<file path="src/rtl/vw_resp_pkg.sv">
package vw_resp_pkg;

    localparam int NUM_WARN = 3;
    localparam int NUM_IN   = 4;
    localparam int IDX_SUS  = 0;
    localparam int IDX_HRST = 1;
    localparam int IDX_OOB  = 2;
    localparam int IDX_PLT  = 3;
    localparam int OUT_W    = NUM_WARN + 2;

    typedef enum logic [1:0] {
        PLT_LOW     = 2'b00,
        PLT_HIGH    = 2'b01,
        PLT_UNKNOWN = 2'b10
    } plt_state_e;

    typedef enum logic [1:0] {
        HS_IDLE   = 2'b00,
        HS_LOW    = 2'b01,
        HS_REPLAY = 2'b10
    } hw_state_e;

    typedef struct packed {
        logic [NUM_WARN-1:0] ack;
        logic                boot_done;
        logic                boot_status;
    } vw_out_t;

    function automatic plt_state_e plt_encode(input logic lvl);
        return lvl ? PLT_HIGH : PLT_LOW;
    endfunction

endpackage

</file>
<file path="src/rtl/vw_ack_unit.sv">
module vw_ack_unit (
    input  logic clk,
    input  logic rst,
    input  logic enable,
    input  logic lvl,
    input  logic chg,
    input  logic replay,
    output logic ack
);
    logic ack_q;

    always_ff @(posedge clk) begin
        if (rst) begin
            ack_q <= 1'b0;
        end else if (enable && lvl && (chg || replay)) begin
            ack_q <= 1'b1;
        end
    end

    assign ack = ack_q;
endmodule

</file>
<file path="src/rtl/vw_hwrst_seq.sv">
module vw_hwrst_seq
    import vw_resp_pkg::*;
#(
    parameter int RST_LOW_CYC = 3
) (
    input  logic clk,
    input  logic rst,
    input  logic hwrst_evt,
    input  logic g3_entry,
    output logic ctrl_rst_n,
    output logic replay,
    output logic boot_done,
    output logic boot_status
);
    localparam int CNT_W = (RST_LOW_CYC > 1) ? $clog2(RST_LOW_CYC) : 1;
    localparam logic [CNT_W-1:0] CNT_LOAD = CNT_W'(RST_LOW_CYC - 1);

    hw_state_e        state_q;
    logic [CNT_W-1:0] cnt_q;
    logic             rst_n_q;
    logic             init_q;
    logic             done_q;
    logic             stat_q;
    logic             boot_set;

    assign replay   = (state_q == HS_REPLAY);
    assign boot_set = (init_q || replay) && !stat_q;

    always_ff @(posedge clk) begin
        if (rst) begin
            state_q <= HS_IDLE;
            cnt_q   <= '0;
            rst_n_q <= 1'b1;
        end else begin
            case (state_q)
                HS_IDLE: begin
                    if (hwrst_evt) begin
                        rst_n_q <= 1'b0;
                        cnt_q   <= CNT_LOAD;
                        state_q <= HS_LOW;
                    end
                end
                HS_LOW: begin
                    if (cnt_q == '0) begin
                        rst_n_q <= 1'b1;
                        state_q <= HS_REPLAY;
                    end else begin
                        cnt_q <= cnt_q - 1'b1;
                    end
                end
                default: state_q <= HS_IDLE;
            endcase
        end
    end

    always_ff @(posedge clk) begin
        if (rst) begin
            init_q <= 1'b1;
            done_q <= 1'b0;
            stat_q <= 1'b0;
        end else begin
            init_q <= 1'b0;
            if (g3_entry) begin
                done_q <= 1'b0;
                stat_q <= 1'b0;
            end else if (boot_set) begin
                done_q <= 1'b1;
                stat_q <= 1'b1;
            end
        end
    end

    assign ctrl_rst_n  = rst_n_q;
    assign boot_done   = done_q;
    assign boot_status = stat_q;
endmodule

</file>
<file path="src/rtl/vw_plat_track.sv">
module vw_plat_track
    import vw_resp_pkg::*;
(
    input  logic       clk,
    input  logic       rst,
    input  logic       lvl,
    input  logic       chg_own,
    input  logic       chg_any,
    output logic [1:0] state,
    output logic       evt
);
    plt_state_e state_q;
    plt_state_e state_nx;
    logic       take;
    logic       evt_q;

    assign take     = chg_own || ((state_q == PLT_UNKNOWN) && chg_any);
    assign state_nx = take ? plt_encode(lvl) : state_q;

    always_ff @(posedge clk) begin
        if (rst) begin
            state_q <= PLT_UNKNOWN;
            evt_q   <= 1'b0;
        end else begin
            state_q <= state_nx;
            evt_q   <= take && (state_nx != state_q);
        end
    end

    assign state = state_q;
    assign evt   = evt_q;
endmodule

</file>
<file path="src/rtl/vw_upd_ctrl.sv">
module vw_upd_ctrl #(
    parameter int W = 5
) (
    input  logic         clk,
    input  logic         rst,
    input  logic [W-1:0] cur,
    input  logic         accept,
    output logic         req
);
    logic [W-1:0] shadow_q;
    logic         pend_q;
    logic         diff;

    assign diff = (cur != shadow_q);

    always_ff @(posedge clk) begin
        if (rst) begin
            shadow_q <= '0;
            pend_q   <= 1'b0;
        end else begin
            shadow_q <= cur;
            pend_q   <= (pend_q && !accept) || diff;
        end
    end

    assign req = pend_q;
endmodule

</file>
<file path="src/rtl/vw_warn_responder.sv">
module vw_warn_responder
    import vw_resp_pkg::*;
#(
    parameter int RST_LOW_CYC = 3
) (
    input  logic                clk,
    input  logic                rst,
    input  logic                enable,
    input  logic [NUM_IN-1:0]   wire_lvl,
    input  logic [NUM_IN-1:0]   wire_chg,
    input  logic                link_hwrst,
    input  logic                g3_entry,
    input  logic                upd_ack,
    output logic [NUM_WARN-1:0] ack_out,
    output logic                boot_done,
    output logic                boot_status,
    output logic                ctrl_rst_n,
    output logic [1:0]          plat_state,
    output logic                plat_evt,
    output logic                upd_req
);
    logic    replay;
    vw_out_t out_vec;

    vw_hwrst_seq #(.RST_LOW_CYC(RST_LOW_CYC)) u_seq (
        .clk        (clk),
        .rst        (rst),
        .hwrst_evt  (link_hwrst),
        .g3_entry   (g3_entry),
        .ctrl_rst_n (ctrl_rst_n),
        .replay     (replay),
        .boot_done  (boot_done),
        .boot_status(boot_status)
    );

    for (genvar i = 0; i < NUM_WARN; i++) begin : g_ack
        logic rep_i;
        if (i == IDX_SUS) begin : g_rep
            assign rep_i = replay;
        end else begin : g_norep
            assign rep_i = 1'b0;
        end
        vw_ack_unit u_ack (
            .clk   (clk),
            .rst   (rst),
            .enable(enable),
            .lvl   (wire_lvl[i]),
            .chg   (wire_chg[i]),
            .replay(rep_i),
            .ack   (ack_out[i])
        );
    end

    vw_plat_track u_plat (
        .clk    (clk),
        .rst    (rst),
        .lvl    (wire_lvl[IDX_PLT]),
        .chg_own(wire_chg[IDX_PLT]),
        .chg_any(|wire_chg),
        .state  (plat_state),
        .evt    (plat_evt)
    );

    assign out_vec.ack         = ack_out;
    assign out_vec.boot_done   = boot_done;
    assign out_vec.boot_status = boot_status;

    vw_upd_ctrl #(.W(OUT_W)) u_upd (
        .clk   (clk),
        .rst   (rst),
        .cur   (out_vec),
        .accept(upd_ack),
        .req   (upd_req)
    );
endmodule

</file>
<file path="config.mk">
export PLATFORM = sky130hd
export DESIGN_NAME = vw_warn_responder
export DESIGN_NICKNAME = d
export VERILOG_FILES = /design/src/rtl/vw_resp_pkg.sv /design/src/rtl/vw_ack_unit.sv /design/src/rtl/vw_hwrst_seq.sv /design/src/rtl/vw_plat_track.sv /design/src/rtl/vw_upd_ctrl.sv /design/src/rtl/vw_warn_responder.sv
export SDC_FILE = /design/constraint.sdc
export NUM_CORES = 1
export LEC_CHECK = 0
export BUFFER_PORTS_ARGS = -buffer_cell sky130_fd_sc_hd__buf_2
export CAP_MARGIN = 20
export CORE_ASPECT_RATIO = 1.25
export CORE_MARGIN = 2
export CORE_UTILIZATION = 43
export CTS_CLUSTER_SIZE = 10
export DETAILED_ROUTE_END_ITERATION = 8
export GPL_ROUTABILITY_DRIVEN = 0
export PLACE_DENSITY = 0.72
export SYNTH_ARGS = -nofsm -noshare
export SYNTH_HDL_FRONTEND = slang
export SYNTH_SLANG_ARGS = --single-unit
</file>
<file path="constraint.sdc">
create_clock -name clk -period 1.15 [get_ports clk]
set_input_delay 0 -clock clk [delete_from_list [all_inputs] [get_ports clk]]
set_output_delay 0 -clock clk [all_outputs]
set_load 0.02 [all_outputs]
</file>
==> flow_metrics.tcl, run 1 <==
set metrics [dict create \
    final_common_cell "buf_2" \
    max_clock_freq_ghz 0.921 \
    p_per_area_nw_per_um2 1330 \
    swShare 0.254 \
    fin_util 0.628 \
    internal_power_uw 989 \
    clock-skew-final_ps 2.48 \
    final_cell_mix "buf_2 (23), dfxtp_1 (16), dlygate4sd3_1 (8)" \
    drive_gt1_frac 0.391 \
    clk_latency_ps 280 \
    stdcell_area_um2 993 \
    endpoint_kind "flip-flop" \
    yosysUniqueCellTypes 27 \
    cts_root_buf "clkbuf_4" \
    io_buffers 23 \
    grt_setup_unrepaired "no" \
    synth_cells 77 \
    drc 0 \
    p_leak_nw 0.446 \
    drtIter0Drc 4 \
    clockPowerShare 0.282 \
    synth_seq_area_share 0.488 \
    holdWs_ps 6.33 \
    min_period_over_period 0.944 \
    pwr-share-comb 0.191 \
    row_count 16 \
    nNetsFinal 126 \
    io_pins 24 \
    cts_buffer_depth 2 \
    die_w_um 41.1 \
    top_usage_layer "met2" \
    cts_tree "built" \
    dr_total_vias 612 \
    grt_pass1_vias 601 \
    wirelength_mm 1.40 \
    design.die.area_um2 2070 \
    hold_viol_final 0 \
    h-tree-depth 1 \
    layout_setup_ws_ps 64.5 \
    ys_seq_elements 18 \
    grt_pass1_wl_mm 2.31 \
    synth_nets 92 \
    crit_required_ps 1320 \
    fillers 143 \
    antenna_found_initial 0 \
    postPlaceCellArea_um2 857 \
    post-dp-hpwl_um 937 \
    ff2ff_path_depth 5 \
    start_util 0.467 \
    synth_ff_type "dfxtp_1" \
    reg2reg_to "u_seq.cnt_q[1]" \
    crit_path_start_kind "flip-flop" \
    wire_per_inst_um 10.9 \
    switching_power_uw 336 \
    grt_max_degree 18 \
    first_pass_iters 2 \
    worstPathMaxFanout 6 \
    dieHeight_um 50.3 \
    clock-sinks 18 \
    criticalPathCategory "flip-flop to flip-flop" \
    fin_crit_ps 1090 \
    pwr-share-seq 0.526 \
    use_met2 0.281 \
    cp-endpoint "u_seq.cnt_q[1]" \
    outcome "finished, final reports clean" \
    cp.arrival_ps 1250 \
    track_usage 0.162 \
    drv_cap 0 \
    core-area_um2 1580 \
    async_flop_share 0 \
    n_antenna_cell 0 \
    synthesis.area_um2 738 \
    ys.warnings.count 0 \
    finalSetupViolCount 0 \
    ir_drop_mv 0.823 \
    reg2reg_from "u_seq.cnt_q[1]" \
    tightest_slew_ps 302 \
    area_growth_pct 34.6 \
    min_path_type "input pin to flip-flop" \
    clkTransAtPathRegs_ps 100 \
    ant_nets 0 \
    vias_per_cell 4.78 \
    worstSetupStartpoint "u_seq.cnt_q[1]" \
    synth_edf_count 0 \
    slew_headroom 0.798 \
    finalMaxSlewViolations 0 \
    cts_made_buffers 3 \
    grt.overflow.total 0 \
    grt.met1_usage 0.172 \
    rrSetupSlack_ps 60 \
    post-place-ws_ps -31.1 \
    grtUsageMet3 0.0398 \
    post-cts-setup-buffers 0 \
    synth_area_per_cell_um2 9.59 \
]
## synth_stat cells, types with 2 or more instances
library cell,instances,area share
a21oi_1,6,0.041
xor2_1,2,0.024
nor2b_1,3,0.025
buf_4,4,0.041
xnor2_1,3,0.036
nor2_1,6,0.031
o21ai_0,3,0.020
dfxtp_1,18,0.49
nor3_1,5,0.034
inv_1,6,0.031
a31oi_1,2,0.017
and2b_2,3,0.036
nand2b_1,2,0.017
## how the worst min path moves through the flow
stage,slack (ps),endpoint,start,depth (start not counted)
after CTS,1,u_plat.state[0],wire_chg[3],3
after detailed placement,170,u_seq.boot_done,g3_entry,2
after global routing,10,u_plat.state[0],wire_chg[3],3
final,6,u_plat.state[0],wire_chg[3],3
after floorplan,30,u_seq.init_q,rst,0
after global placement,180,u_seq.boot_done,g3_entry,2
## logic make-up (layout without fill, tap and decap cells)
group / Yosys count / after routing / synth area share
and+or+nand+nor: 22 / 22 / 0.166
AOI/OAI and AO/OA: 20 / 20 / 0.183
DFF: 18 / 18 / 0.488
buffers and inverters: 11 / 44 / 0.0864
xor gates and xnor gates: 5 / 5 / 0.0593
adders and majority gates: 1 / 1 / 0.0169
## power by group through the flow
| stage | Clock, mW | Combinational [mW] | Sequential (mW) |
|---|---|---|---|
| floorplan | 0 | 0.124 | 0.731 |
| global placement | 0 | 0.215 | 0.708 |
| detailed placement | 0 | 0.218 | 0.710 |
| CTS | 0.386 | 0.249 | 0.696 |
| global route | 0.420 | 0.282 | 0.704 |
| finish | 0.374 | 0.253 | 0.697 |
## flip-flops by register name, indices dropped and copies added (netlist names)
name,count
u_seq.state_q,2
u_seq.init_q,1
u_seq.ctrl_rst_n,1
u_plat.state,2
u_seq.cnt_q,2
u_upd.req,1
u_plat.evt,1
u_seq.boot_done,1
g_ack.u_ack.ack,3
u_upd.shadow_q,4
## critical path: stages, from the launching register on
cell and delay (ps):
dfxtp_2 330, inv_2 70, ha_4 160, and2b_2 230
o21ai_2 120, a211oi_2 70
## routing by layer
metal,vias up,part of all wire
met5,-,0
met4,0,0.010
met3,2,0.052
met2,12,0.51
met1,276,0.43
li1,322,-
## timing repair
| action | in CTS | in global routing |
|---|---|---|
| setup endpoints to repair | 1 | 1 |
| pin swaps | 0 | 3 |
| hold buffers | 8 | 0 |
| resized for setup | 2 | 5 |
| hold endpoints to repair | 5 | 0 |
## layout make-up
class | instances | area, µm² | share of cell area
Timing Repair Buffer | 34 | 218 | 0.219
Sequential cell | 18 | 363 | 0.365
Inverter | 6 | 22.5 | 0.0227
Clock buffer | 4 | 36.3 | 0.0365
Multi-Input combinational cell | 48 | 332 | 0.334
Tap cell | 18 | 22.5 | 0.0227
## per-stage QoR
stage                     power, mW  cells  TNS (ps)
after floorplan               0.855     77         0
after global placement        0.923    116         0
after detailed placement      0.928    116     -31.1
after CTS                      1.33    128         0
after global routing           1.41    128         0
final                          1.32    128         0
(Power assumes the default switching activity.)
==> run 2: changes to the inputs <==
- CORE_ASPECT_RATIO: 1.25 -> default
- CORE_UTILIZATION: 43 -> 47
- PLACE_DENSITY: 0.72 -> 0.75
- clock period: 1.15 -> 1.1 ns (I/O delays scaled with it)
==> run 2 against run 1 <==
  * Sequential share of layout area decreased by 0.32 points
  * Hold slack improved by 58 ps
  * Flip-flop and latch count unchanged
  * Worst setup slack got worse by 57 ps
==> flow_metrics.tcl, run 2 (same netlist as run 1, synthesis figures left out) <==
set metrics [dict create \
    post-place-ws_ps -36.5 \
    fin_cells 127 \
    row_count 14 \
    die_w_um 43.6 \
    design.die.area_um2 1900 \
    n_antenna_cell 0 \
    p_per_area_nw_per_um2 1320 \
    hold_viol_final 0 \
    min_period_over_period 0.993 \
    grt_setup_unrepaired "yes" \
    finalMaxSlewViolations 0 \
    min_path_type "input pin to flip-flop" \
    crit_path_start_kind "flip-flop" \
    dp.cells 114 \
    area_growth_pct 35.8 \
    fin_util 0.673 \
    fillers 124 \
    drc 0 \
    cts_buffer_depth 2 \
    tightest_slew_ps 304 \
    first_pass_iters 5 \
    post-dp-hpwl_um 953 \
    outcome "finished, final reports clean" \
    fin_setup_tns_ps 0 \
    slew_headroom 0.797 \
    ant_nets 0 \
    crit_required_ps 1320 \
    wirelength_mm 1.51 \
    start_util 0.496 \
    drv_cap 0 \
    endpoint_kind "flip-flop" \
    io_buffers 23 \
    dr_total_vias 656 \
    nNetsFinal 128 \
    cts_root_buf "clkbuf_4" \
    clkTransAtPathRegs_ps 100 \
    grt_pass1_wl_mm 2.42 \
    dieHeight_um 43.6 \
    grt_max_degree 18 \
    largest_register_ffs 4 \
    cp.arrival_ps 1310 \
    track_usage 0.179 \
    cts_made_buffers 3 \
    p_leak_nw 0.450 \
    clock-skew-final_ps 4.73 \
    io_pins 24 \
    max_clock_freq_ghz 0.915 \
    grt_pass1_vias 627 \
    grt.overflow.total 0 \
    drtIter0Drc 2 \
    h-tree-depth 1 \
    core-area_um2 1490 \
    fin_crit_ps 1090 \
    antenna_found_initial 0 \
    layout_setup_ws_ps 7.52 \
    drive_gt1_frac 0.387 \
    final_common_cell "buf_2" \
    clk_latency_ps 290 \
    post-cts-setup-buffers 0 \
    top_register "u_upd.shadow_q" \
    vias_per_cell 5.17 \
    finalSetupViolCount 0 \
    wire_per_inst_um 11.9 \
    criticalPathCategory "flip-flop to flip-flop" \
    final_cell_mix "buf_2 (23), dfxtp_1 (16), dlygate4sd3_1 (10)" \
    ir_drop_mv 0.984 \
    clock-sinks 18 \
    cts_tree "built" \
    worstPathMaxFanout 5 \
]
[run 2: cell types whose count changed in the layout (fill, tap and decap cells not counted)]
cell / before / now
nor3_1: 4 / 3
dlygate4sd3_1: 8 / 10
o21ai_0: 3 / 1
nor3_2: 1 / 2
clkbuf_8: 1 / 0
o21ai_1: 0 / 2
[run 2: report_power, final]
group	leakage [nW]	internal, mW	switching (mW)
clock network	0.0138	0.127	0.191
logic	0.287	0.142	0.134
registers	0.149	0.697	0.0335
total	0.450	0.967	0.358
[run 2: final cells by class]
type / count / area (µm²) / area share
Tap cell: 16 / 20.0 / 0.0200
Timing Repair Buffer: 36 / 238 / 0.237
Clock buffer: 3 / 22.5 / 0.0225
Inverter: 6 / 22.5 / 0.0225
Sequential cell: 18 / 363 / 0.362
Multi-Input combinational cell: 48 / 337 / 0.336
[run 2: final timing paths]
| kind | startpoint | end | slack, ps | cells past startpoint |
|---|---|---|---|---|
| worst max register to register | u_seq.cnt_q[0] | u_seq.cnt_q[1] | 8 | 5 |
| worst max-delay path | u_seq.cnt_q[0] | u_seq.cnt_q[1] | 8 | 5 |
| worst min register to register | g_ack[0].u_ack.ack | u_upd.shadow_q[2] | 490 | 2 |
| worst min-delay path | wire_chg[0] | g_ack[0].u_ack.ack | 60 | 3 |
[run 2: timing repair]
| action | 4_1_cts | 5_1_grt |
|---|---|---|
| endpoints found under the hold margin | 7 | 0 |
| pin swaps | 1 | 1 |
| hold buffers | 10 | 0 |
| gates resized for setup | 3 | 4 |
| setup endpoints to repair | 2 | 4 |
[run 2: worst max-delay path, cell delays in order, from the launching register on]
cell,delay [ps]
dfxtp_2,340
inv_2,40
ha_4,160
and2b_2,220
o21ai_2,60
a211oi_2,200
[run 2: per-stage QoR]
step           hold slack (ps)  power (mW)  instance area, µm²
5_1_grt                   71.9        1.38                1000
3_5_place_dp               169       0.985                 868
6_report                  64.2        1.32                1000
4_1_cts                   49.5        1.33                 992
2_1_floorplan             27.7       0.902                 752
3_3_place_gp               174       0.975                 868
[run 2: layer usage]
| metal | up-vias | global-route usage | share of wire |
|---|---|---|---|
| li1 | 328 | - | - |
| met1 | 286 | 0.175 | 0.40 |
| met2 | 29 | 0.309 | 0.48 |
| met3 | 13 | 0.0292 | 0.054 |
| met4 | 0 | 0.176 | 0.071 |
| met5 | - | 0 | 0 |
==> run 3: changes to the inputs <==
- SETUP_SLACK_MARGIN: default -> 0.3
==> run 3 against run 2 <==
  * The flow now finishes with violations (setup timing)
  * Sequential power is 0.7% higher
  * Register-to-register slack hardly changed
  * Wire length is 32% higher
  * First-iteration DRC count grew to 7.5 times the previous value
  * Flip-flop and latch count stayed put
  * Global-route usage is 4.7 points higher
  * Clock-buffer cell count is 1 higher
  * Power is 13% higher
  * Hold slack worse by 44 ps
  * Critical path depth stayed put
  * Cell count is 6.3% higher
  * Critical path type unchanged
==> flow_metrics.tcl, run 3 (same netlist as run 1, synthesis figures left out) <==
set metrics [dict create \
    outcome "finished, violations left" \
    violations "setup timing" \
    ant_nets 0 \
    cts_buffer_depth 2 \
    clockPowerShare 0.269 \
    p_per_area_nw_per_um2 1270 \
    drc 0 \
    fin_cells 135 \
    top_usage_layer "met2" \
    drv_cap 0 \
    drtIter0Drc 15 \
    vias_per_cell 5.16 \
    ir_drop_mv 0.795 \
    n_antenna_cell 0 \
    grt_pass1_vias 697 \
    clk_latency_ps 280 \
    dieHeight_um 43.6 \
    clkTransAtPathRegs_ps 100 \
    hold_viol_final 0 \
    slew_headroom 0.861 \
    drive_gt1_frac 0.521 \
    tightest_slew_ps 208 \
    io_buffers 23 \
    switching_power_uw 400 \
    dp.cells 113 \
    crit_path_start_kind "flip-flop" \
    cp.arrival_ps 1280 \
    max_clock_freq_ghz 0.906 \
    grtUsageMet3 0.0375 \
    grt_setup_unrepaired "yes" \
    pwr-share-comb 0.239 \
    final_cell_mix "buf_2 (14), dlygate4sd3_1 (11), buf_6 (10)" \
    grt.met1_usage 0.281 \
    wirelength_mm 1.99 \
    internal_power_mw 1.10 \
    start_util 0.496 \
    core-area_um2 1490 \
    cts_tree "built" \
    nNetsFinal 135 \
    row_count 14 \
    largest_register_ffs 4 \
    clock-sinks 18 \
    use_met2 0.394 \
    cts_root_buf "clkbuf_4" \
    die_w_um 43.6 \
    pwr-share-seq 0.492 \
    final_common_cell "buf_2" \
    track_usage 0.226 \
    swShare 0.267 \
    area_growth_pct 59.7 \
    p_leak_nw 0.513 \
    worstPathMaxFanout 5 \
    h-tree-depth 1 \
    design.die.area_um2 1900 \
    post-dp-hpwl_mm 1.06 \
    wire_per_inst_um 14.7 \
    first_pass_iters 4 \
    cts_made_buffers 3 \
    crit_required_ps 1280 \
    endpoint_kind "flip-flop" \
    dr_total_vias 696 \
    antenna_found_initial 0 \
    top_register "u_upd.shadow_q" \
    fin_crit_ps 1100 \
    finalMaxSlewViolations 0 \
    clock-skew-final_ps 1.93 \
    finalSetupViolCount 1 \
    min_path_type "input pin to flip-flop" \
    grt.overflow.total 0 \
    grt_pass1_wl_mm 3.12 \
    criticalPathCategory "flip-flop to flip-flop" \
    grt_max_degree 11 \
    min_period_over_period 1.00 \
    fin_setup_tns_ps -4.13 \
    io_pins 24 \
    layout_setup_ws_ps -4.13 \
]
==> run 3: layout make-up <==
type | count | area, µm²
Sequential cell | 18 | 387
Clock buffer | 4 | 36.3
Multi-Input combinational cell | 48 | 360
Inverter | 6 | 22.5
Tap cell | 16 | 20.0
Fill cell | 90 | 310
Timing Repair Buffer | 43 | 353
==> run 3: path summary, 6_finish.rpt <==
| path | from | end | slack [ps] | depth (start not counted) |
|---|---|---|---|---|
| worst max-delay path | u_seq.cnt_q[0] | u_seq.cnt_q[1] | -4 | 5 |
| worst min-delay path | rst | u_seq.state_q[0] | 20 | 3 |
| worst max register to register | u_seq.cnt_q[0] | u_seq.cnt_q[1] | -4 | 5 |
| worst min register to register | g_ack[0].u_ack.ack | u_upd.shadow_q[2] | 490 | 2 |
==> run 3: power by group through the flow <==
stage / Clock (mW) / Combinational [mW] / Sequential (mW)
2_1_floorplan: 0 / 0.139 / 0.767
3_5_place_dp: 0 / 0.239 / 0.744
3_3_place_gp: 0 / 0.230 / 0.742
5_1_grt: 0.455 / 0.382 / 0.742
4_1_cts: 0.407 / 0.318 / 0.734
6_report: 0.402 / 0.357 / 0.736
==> run 3: per-layer routing <==
metal  part of all wire  vias up
met1               0.44      334
met5                  0        -
li1                   -      342
met2               0.52       18
met4             0.0045        0
met3              0.034        2
==> run 3: critical path, cell delays in order, from the launching register on <==
cell      delay [ps]
dfxtp_2          340
inv_2             70
ha_4             150
and2b_2          240
o21ai_2          130
a211oi_2          70
==> run 3: metrics by stage <==
| step | hold WS [ps] | utilization | power [mW] | setup slack (ps) | cell area, µm² |
|---|---|---|---|---|---|
| floorplan | 27.7 | - | 0.906 | 78.8 | 758 |
| global placement | 168 | 0.582 | 0.973 | 53.4 | 867 |
| detailed placement | 170 | 0.582 | 0.983 | -8.61 | 867 |
| CTS | 10.7 | 0.750 | 1.46 | -2.22 | 1120 |
| global route | 24.9 | 0.792 | 1.58 | -55.2 | 1180 |
| finish | 19.8 | 0.792 | 1.49 | -4.13 | 1180 |
==> run 3: timing repair <==
action / in CTS / in global routing
buffers inserted: 6 / 1
pin swaps: 7 / 6
endpoints found under the setup margin: 19 / 21
hold endpoints to repair: 7 / 1
hold buffers: 10 / 1
resized for setup: 25 / 11
gates cloned: 0 / 0
